## src/rtl/physeq_pkg.sv

```systemverilog
package physeq_pkg;

    typedef enum logic [1:0] {
        OP_NONE  = 2'b00,
        OP_ADDR  = 2'b01,
        OP_WRITE = 2'b10,
        OP_READ  = 2'b11
    } hs_op_e;

    typedef enum logic [2:0] {
        ST_IDLE,
        ST_RST_ADDR,
        ST_SETTLE,
        ST_STAT_ADDR,
        ST_STAT_READ
    } seq_state_e;

endpackage

```

## src/rtl/seq_interval_timer.sv

```systemverilog
module seq_interval_timer #(
    parameter int unsigned WAIT_CYCLES = 200
) (
    input  logic clk,
    input  logic rst_n,
    input  logic start,
    output logic expired
);
    localparam int CW = $clog2(WAIT_CYCLES + 1);

    typedef struct packed {
        logic [CW-1:0] cnt;
        logic          active;
    } tmr_t;

    tmr_t tmr_d, tmr_q;

    always_comb begin
        tmr_d = tmr_q;
        if (start) begin
            tmr_d.cnt    = CW'(WAIT_CYCLES - 1);
            tmr_d.active = 1'b1;
        end else if (tmr_q.active) begin
            if (tmr_q.cnt == '0) begin
                tmr_d.active = 1'b0;
            end else begin
                tmr_d.cnt = tmr_q.cnt - 1'b1;
            end
        end
    end

    always_ff @(posedge clk or negedge rst_n) begin
        if (!rst_n) begin
            tmr_q <= '0;
        end else begin
            tmr_q <= tmr_d;
        end
    end

    assign expired = tmr_q.active && (tmr_q.cnt == '0);

    AST_TIMER_BOUND: assert property (@(posedge clk) disable iff (!rst_n)
        32'(tmr_q.cnt) < WAIT_CYCLES);

    AST_TIMER_RESTART: assert property (@(posedge clk) disable iff (!rst_n)
        start |=> (tmr_q.active && !expired) || (WAIT_CYCLES == 1));

endmodule

```

## src/rtl/seq_poll_counter.sv

```systemverilog
module seq_poll_counter #(
    parameter int unsigned MAX_POLLS = 10
) (
    input  logic clk,
    input  logic rst_n,
    input  logic clear,
    input  logic bump,
    output logic last
);
    localparam int PW = $clog2(MAX_POLLS + 1);

    logic [PW-1:0] cnt_d, cnt_q;

    always_comb begin
        cnt_d = cnt_q;
        if (clear) begin
            cnt_d = '0;
        end else if (bump) begin
            cnt_d = cnt_q + 1'b1;
        end
    end

    always_ff @(posedge clk or negedge rst_n) begin
        if (!rst_n) begin
            cnt_q <= '0;
        end else begin
            cnt_q <= cnt_d;
        end
    end

    assign last = (cnt_q == PW'(MAX_POLLS - 1));

    AST_POLL_LIMIT: assert property (@(posedge clk) disable iff (!rst_n)
        bump |-> (32'(cnt_q) < MAX_POLLS - 1));

endmodule

```

## src/rtl/phy_lock_sequencer.sv

```systemverilog
module phy_lock_sequencer
    import physeq_pkg::*;
#(
    parameter int unsigned DATA_W        = 16,
    parameter int unsigned WAIT_CYCLES   = 200,
    parameter int unsigned MAX_POLLS     = 10,
    parameter logic [15:0] RST_REG_ADDR  = 16'h7F3F,
    parameter logic [15:0] RST_VALUE     = 16'h0001,
    parameter logic [15:0] STAT_REG_ADDR = 16'h2003,
    parameter logic [15:0] LOCK_MASK     = 16'h0002
) (
    input  logic              clk,
    input  logic              rst_n,
    input  logic              go,
    output logic              cmd_valid,
    output logic [1:0]        cmd_op,
    output logic [DATA_W-1:0] cmd_data,
    output logic              cmd_posted,
    input  logic              rsp_valid,
    input  logic              rsp_timeout,
    input  logic [DATA_W-1:0] rsp_data,
    output logic              busy,
    output logic              done,
    output logic              err_hs,
    output logic              err_lock
);
    localparam logic [DATA_W-1:0] RST_ADDR_W = DATA_W'(RST_REG_ADDR);
    localparam logic [DATA_W-1:0] RST_VAL_W  = DATA_W'(RST_VALUE);
    localparam logic [DATA_W-1:0] STAT_W     = DATA_W'(STAT_REG_ADDR);
    localparam logic [DATA_W-1:0] MASK_W     = DATA_W'(LOCK_MASK);

    typedef struct packed {
        seq_state_e        st;
        logic              cv;
        hs_op_e            op;
        logic [DATA_W-1:0] dat;
        logic              posted;
        logic              busy;
        logic              done;
        logic              ehs;
        logic              elock;
    } seq_regs_t;

    seq_regs_t r_d, r_q;

    logic timer_start;
    logic timer_expired;
    logic poll_clear;
    logic poll_bump;
    logic poll_last;
    logic lock_seen;

    assign lock_seen = |(rsp_data & MASK_W);

    seq_interval_timer #(.WAIT_CYCLES(WAIT_CYCLES)) u_timer (
        .clk     (clk),
        .rst_n   (rst_n),
        .start   (timer_start),
        .expired (timer_expired)
    );

    seq_poll_counter #(.MAX_POLLS(MAX_POLLS)) u_polls (
        .clk   (clk),
        .rst_n (rst_n),
        .clear (poll_clear),
        .bump  (poll_bump),
        .last  (poll_last)
    );

    always_comb begin
        r_d         = r_q;
        r_d.cv      = 1'b0;
        r_d.op      = OP_NONE;
        r_d.dat     = '0;
        r_d.posted  = 1'b0;
        timer_start = 1'b0;
        poll_clear  = 1'b0;
        poll_bump   = 1'b0;

        unique case (r_q.st)
            ST_IDLE: begin
                if (go) begin
                    r_d.busy   = 1'b1;
                    r_d.done   = 1'b0;
                    r_d.ehs    = 1'b0;
                    r_d.elock  = 1'b0;
                    r_d.cv     = 1'b1;
                    r_d.op     = OP_ADDR;
                    r_d.dat    = RST_ADDR_W;
                    r_d.st     = ST_RST_ADDR;
                    poll_clear = 1'b1;
                end
            end
            ST_RST_ADDR: begin
                if (rsp_valid) begin
                    if (rsp_timeout) begin
                        r_d.st   = ST_IDLE;
                        r_d.busy = 1'b0;
                        r_d.ehs  = 1'b1;
                    end else begin
                        r_d.cv      = 1'b1;
                        r_d.op      = OP_WRITE;
                        r_d.dat     = RST_VAL_W;
                        r_d.posted  = 1'b1;
                        r_d.st      = ST_SETTLE;
                        timer_start = 1'b1;
                    end
                end
            end
            ST_SETTLE: begin
                if (timer_expired) begin
                    r_d.cv  = 1'b1;
                    r_d.op  = OP_ADDR;
                    r_d.dat = STAT_W;
                    r_d.st  = ST_STAT_ADDR;
                end
            end
            ST_STAT_ADDR: begin
                if (rsp_valid) begin
                    if (rsp_timeout) begin
                        r_d.st   = ST_IDLE;
                        r_d.busy = 1'b0;
                        r_d.ehs  = 1'b1;
                    end else begin
                        r_d.cv = 1'b1;
                        r_d.op = OP_READ;
                        r_d.st = ST_STAT_READ;
                    end
                end
            end
            ST_STAT_READ: begin
                if (rsp_valid) begin
                    if (rsp_timeout) begin
                        r_d.st   = ST_IDLE;
                        r_d.busy = 1'b0;
                        r_d.ehs  = 1'b1;
                    end else if (lock_seen) begin
                        r_d.st   = ST_IDLE;
                        r_d.busy = 1'b0;
                        r_d.done = 1'b1;
                    end else if (poll_last) begin
                        r_d.st    = ST_IDLE;
                        r_d.busy  = 1'b0;
                        r_d.elock = 1'b1;
                    end else begin
                        poll_bump   = 1'b1;
                        timer_start = 1'b1;
                        r_d.st      = ST_SETTLE;
                    end
                end
            end
            default: begin
                r_d.st = ST_IDLE;
            end
        endcase
    end

    always_ff @(posedge clk or negedge rst_n) begin
        if (!rst_n) begin
            r_q <= '0;
        end else begin
            r_q <= r_d;
        end
    end

    assign cmd_valid  = r_q.cv;
    assign cmd_op     = r_q.op;
    assign cmd_data   = r_q.dat;
    assign cmd_posted = r_q.posted;
    assign busy       = r_q.busy;
    assign done       = r_q.done;
    assign err_hs     = r_q.ehs;
    assign err_lock   = r_q.elock;

    AST_CMD_ONE_CYCLE: assert property (@(posedge clk) disable iff (!rst_n)
        cmd_valid |=> !cmd_valid);

    AST_CMD_WHILE_BUSY: assert property (@(posedge clk) disable iff (!rst_n)
        cmd_valid |-> busy);

    AST_WRITE_POSTED: assert property (@(posedge clk) disable iff (!rst_n)
        (cmd_valid && cmd_op == OP_WRITE) |-> (cmd_posted && cmd_data == RST_VAL_W));

    AST_ONE_OUTCOME: assert property (@(posedge clk) disable iff (!rst_n)
        $onehot0({done, err_hs, err_lock}));

    AST_NO_FLAG_BUSY: assert property (@(posedge clk) disable iff (!rst_n)
        busy |-> !(done || err_hs || err_lock));

    AST_FLAG_HELD: assert property (@(posedge clk) disable iff (!rst_n)
        ((done || err_hs || err_lock) && !go) |=> $stable({done, err_hs, err_lock}));

    AST_ERR_STOPS: assert property (@(posedge clk) disable iff (!rst_n)
        $rose(err_hs) |-> !cmd_valid);

endmodule

```

## config.mk

```make
export PLATFORM = sky130hd
export DESIGN_NAME = phy_lock_sequencer
export DESIGN_NICKNAME = d
export VERILOG_FILES = /design/src/rtl/physeq_pkg.sv /design/src/rtl/seq_interval_timer.sv /design/src/rtl/seq_poll_counter.sv /design/src/rtl/phy_lock_sequencer.sv
export SDC_FILE = /design/constraint.sdc
export NUM_CORES = 1
export LEC_CHECK = 0
export BUFFER_PORTS_ARGS = -buffer_cell sky130_fd_sc_hd__buf_2
export CORE_MARGIN = 2
export CORE_UTILIZATION = 54
export DETAILED_ROUTE_END_ITERATION = 6
export PLACE_DENSITY = 0.81
export RECOVER_POWER = 50
export SYNTH_ARGS = -nofsm -noshare
export SYNTH_HDL_FRONTEND = slang
export SYNTH_HIERARCHICAL = 1
export SYNTH_SLANG_ARGS = --single-unit
export TNS_END_PERCENT = 100
```

## constraint.sdc

```tcl
create_clock -name clk -period 4.2 [get_ports clk]
set_input_delay 0.42 -clock clk [delete_from_list [all_inputs] [get_ports clk]]
set_output_delay 0.42 -clock clk [all_outputs]
set_load 0.01 [all_outputs]
```

Word level (Yosys, flattened, before mapping)
Cells that the tools add are included.
W data, S select, Z words.
Word-level totals
  register bits after elaboration: 40
  bits of input ports: 21
  output and inout bits: 24
  logic and storage cells: 96
Cells by class
  $add $sub $neg: 2
  equal/unequal tests: 17
  mux-type cells: 50
  reductions and logical operators: 15
Operator list (count)
  $pmux W16 S3: 1
  $mux W22: 2
  $mux W24: 1
  $mux W1: 23
  $mux W20: 1
  $ne A2 B2 Y1 const B: 10
  $mux W9: 2
  $mux W4: 4
  $mux W3: 5
  $pmux W3 S5: 1
  $pmux W3 S4: 1
  $reduce_and A6 Y1: 2
  $reduce_and A5 Y1: 2
  $logic_not A8 Y1: 1
  $mux W8: 1
  $sub A8 B1 Y8 const B: 1
  $eq A3 B2 Y1 const B: 2
  $mux W6: 1
  $pmux W1 S2: 3
  $reduce_bool A2 Y1: 3
  $add A4 B1 Y4 const B: 1
  $eq A4 B4 Y1 const B: 1
  $mux W2: 2
  $ne A4 B4 Y1 const B: 1
  other kinds (12): 12

Longest topological paths before layout
  depth after elaboration: 8
  depth in mapped cells: 9
  gate-level depth less buffers: 8

Hierarchy
Netlist, hierarchy kept.
Modules (own cells, without submodules)
  phy_lock_sequencer: instances 1, cells an instance 70, area an instance 743.2 um^2, sequential area each 350.3 um^2
  seq_interval_timer: instances 1, cells an instance 52, area an instance 526.8 um^2, sequential area each 225.2 um^2
  seq_poll_counter: instances 1, cells an instance 21, area an instance 221.5 um^2, sequential area each 100.1 um^2

Worst setup path before layout
OpenSTA, ideal clock, no wires.
  kind: reg2reg
  start: register r_q[25] (netlist bit)
  end: register u_timer/tmr_q[8] (netlist bit)
  library setup time: 0.088 ns
  arrival: 1.782 ns
  required time: 4.112 ns
  setup slack: 2.330 ns
  stages on the path, launching flop included: 8
  buffers on the path: 2
  cells stage by stage: dfrtp_1 -> buf_2 -> or3b_4 -> nor3_4 -> a21o_1 -> clkbuf_1 -> nor2_1 -> a41oi_1
Between the ends
  longest elaborated chain between the ends: 4
  elaborated cells between the ends (all ways): 7
  those cells by class: 3 x eq/ne; 2 x mux; 2 x reduce/logical
RTL lines
  start: declaration: RTL line phy_lock_sequencer.sv:44  | seq_regs_t r_d, r_q;
  start signal: assignment: RTL line phy_lock_sequencer.sv:162  | r_q <= r_d;
  $eq A3 B3 Y1 or $eq A3 B1 Y1 (tied branches): RTL line phy_lock_sequencer.sv:80  | unique case (r_q.st)
  $pmux W1 S2 *: RTL line phy_lock_sequencer.sv:80
  via timer_start: RTL line phy_lock_sequencer.sv:46  | logic timer_start;
  $ne A2 B2 Y1 (no line) or $reduce_bool A2 Y1 (tied branches)
  $reduce_and A2 Y1 (no line)
  end signal: assignment: RTL line seq_interval_timer.sv:36  | tmr_q <= tmr_d;
  end: declaration: RTL line seq_interval_timer.sv:16  | tmr_t tmr_d, tmr_q;
The timed path passes the listed nets; every way through them passes the cells marked *.
A chain may end at the register's enable or synchronous reset.

Worst setup path after layout
  start: register u_timer/tmr_q[1] (netlist bit)
  end: register r_q[24] (netlist bit)
Between the ends
  longest elaborated chain between the ends: 4
RTL lines
  $logic_not A8 Y1: RTL line seq_interval_timer.sv:40  | assign expired = tmr_q.active && (tmr_q.cnt == '0);
  $logic_and A1 B1 Y1: RTL line seq_interval_timer.sv:40
  via timer_expired: RTL line phy_lock_sequencer.sv:47  | logic timer_expired;
  $ne A2 B2 Y1 (no line)
  $reduce_and A5 Y1 (no line)
The timed path passes the listed nets, and every way through them passes these cells.

==> flow_summary.toml <==
[sta]
period_needed_ns = 2.17
relSlewSlack_pct = 6.92
rsz0062_at_grt = "no"
finalClockSkew_ns = 0.00318
hold_viol = 0
tightest_slew_ns = 1.40
final_max_slew_viol_count = 0
fmax_mhz = 460
finalCritPeriodShare_pct = 51.7
finalSetupViolations = 0
fin_tns_setup_ns = 0

[logic_synthesis]
yosys_warnings = 6
synth_cell_type_count = 54
syn-instance-count = 143
async_flop_share_pct = 100
synth_area_leaders = "dfrtp_1 (45%), buf_4 (9.1%), ha_1 (3.4%)"
synth_seq_area_share_pct = 45.3
synthFlopType = "dfrtp_1"
syn_avg_cell_area_um2 = 10.4
synth_top_area_share_pct = 45.3
synth_edf_count = 0
yosys.area.top_type = "dfrtp_1"
synth_area_um2 = 1490
ys_ff_latch = 27

[min_path]
min_path_type = "in -> reg"

[run]
drv_cap = 0

[clocking]
clk_pin_slew_ns = 0.15
htree_levels = 1
cts_setup_buffers = 0
clock_sinks = 27
cts_made_buffers = 3
cts_resized = 0
clockBufferDepth = 2
root_buffer = "clkbuf_4"
ctsHoldBuffers = 0
clock_latency_ns = 0.32
cts_tree = "built"

[die]
rows = 19
core_area_um2 = 2690
dieArea_um2 = 3200
io_pins = 45
die_w_um = 56.6
die_h_um = 56.6
start_util_pct = 55.5

[drt]
drt_iter0_markers = 22
drc = 0
vias = 1044
antenna_left = 0
drt-total-wl_mm = 2.48
detail_route.wl_per_cell_um = 13.3
vias_per_cell = 5.61
dr.pass1.iters = 4

[placement]
port-buffer-count = 26
gp_congestion = 0.819
placed_cells_incl_taps = 182
hpwl_mm = 1.78

[setup_path]
end_kind = "flip-flop"
path_delay_family = "simple AND/OR/NAND/NOR gates"
slowest_delay_ns = 0.55
crit_buf_inv = 1
critical_path_class = "reg -> reg"
crit_chain = "inv_1 > ha_1 > nor3b_1 > and3_1 > mux2i_1 > or3_1 > o21ai_0"
cp.arrival_ns = 2.42
cp_data_required_time_ns = 4.45
crit_fanout = 6
cp_slowest_cell = "nor3b_1"
start_kind = "flip-flop"

[pwr]
p_per_area_nw_per_um2 = 593
irDropWorstVdd_mv = 0.342
p_leak_nw = 0.762

[cells_and_area]
area_growth_pct = 3.61
fillCellCount = 229
post-route-util_pct = 57.5
fin_cells = 186
diodes = 0
num-nets-final = 181
drive_gt1_share_pct = 21.9
final_common_cell = "dfrtp_1"
mostFrequentLayoutCells = "dfrtp_1 (27), buf_2 (19), nor2_1 (12)"

[global_route]
grt_max_degree = 28
grt_pass1_vias = 1005
antenna_found_initial = 0
grt.total_usage_pct = 16.8
grt_pass1_wl_mm = 4.32
overflow = 0

[outcome]
status = "finished clean"
## worst register-to-register path, stage by stage (launching register included)
cell and delay [ns]:
dfrtp_1 0.44, inv_1 0.11, ha_1 0.19, nor3b_1 0.55, and3_1 0.26, mux2i_1 0.06
or3_1 0.38, o21ai_0 0.10
## registers in the layout, summed over array words and instances, names as in the netlist
signal / flops
busy: 1
u_polls/cnt_q: 4
u_timer/tmr_q: 9
done: 1
cmd_data: 3
r_q: 3
cmd_op: 2
cmd_valid: 1
err_hs: 1
cmd_posted: 1
err_lock: 1
## power breakdown
group          switching (mW)  total [mW]  internal, mW
logic                   0.192       0.361         0.169
clock network          0.0771       0.113        0.0363
registers               0.102       0.442         0.340
## metrics by stage
step           instance area (um2)  power (mW)  setup slack [ns]  hold WS, ns
2_1_floorplan                 1500       0.755              2.33        0.124
3_3_place_gp                  1520       0.790              2.12        0.450
3_5_place_dp                  1520       0.810              2.07        0.462
4_1_cts                       1550       0.925              2.05       0.0855
5_1_grt                       1550       0.987              1.84        0.343
6_report                      1550       0.916              2.03        0.357
## path summary, 6_finish.rpt
check	startpoint	to	slack, ns	cells after the start
setup / recovery	u_timer/tmr_q[1]	r_q[24]	2.03	7
hold / removal	rsp_valid	r_q[26]	0.36	2
setup reg to reg	u_timer/tmr_q[1]	r_q[24]	2.03	7
hold reg to reg	err_lock	err_lock	0.51	2
max in group asynchronous	rst_n	cmd_posted	3.00	1
min in group asynchronous	rst_n	u_polls/cnt_q[0]	0.39	1
## cells in the mapped netlist, types with 2 or more instances
cell type,instances
a311oi_1,2
buf_4,18
mux2i_1,3
inv_1,9
a21oi_1,6
ha_1,4
nand2b_1,2
nand2_1,5
o21ai_0,4
dfrtp_1,27
or3_1,2
a211oi_1,3
nor2_1,12
a41oi_1,2
nor2b_1,5
## cell type report
type / instances / area [um2] / area share [%]
clock inverters: 1 / 7.51 / 0.486
flip-flops and latches: 27 / 676 / 43.7
inverters: 10 / 37.5 / 2.43
clock buffers: 3 / 22.5 / 1.46
multi-input cells: 88 / 642 / 41.5
well taps: 31 / 38.8 / 2.51
repair buffers: 26 / 121 / 7.85
## logic make-up after synthesis
kind of cell	share of synthesized area, %
AOI/OAI and AO/OA	14.1
xor gates and xnor gates	0.587
adders and majority gates	3.36
buffers and inverters	12.2
DFF	45.3
muxes	3.77
other	0.251
and+or+nand+nor	20.5
## metal layers
layer | wire length [um] | vias to the layer above | global-route usage, %
met5 | 0 | - | 0
met4 | 24 | 0 | 4.08
met3 | 105 | 2 | 3.23
met2 | 1200 | 25 | 28.9
met1 | 1150 | 510 | 21.8
li1 | - | 507 | -
Power figures use the tool's default switching activity.
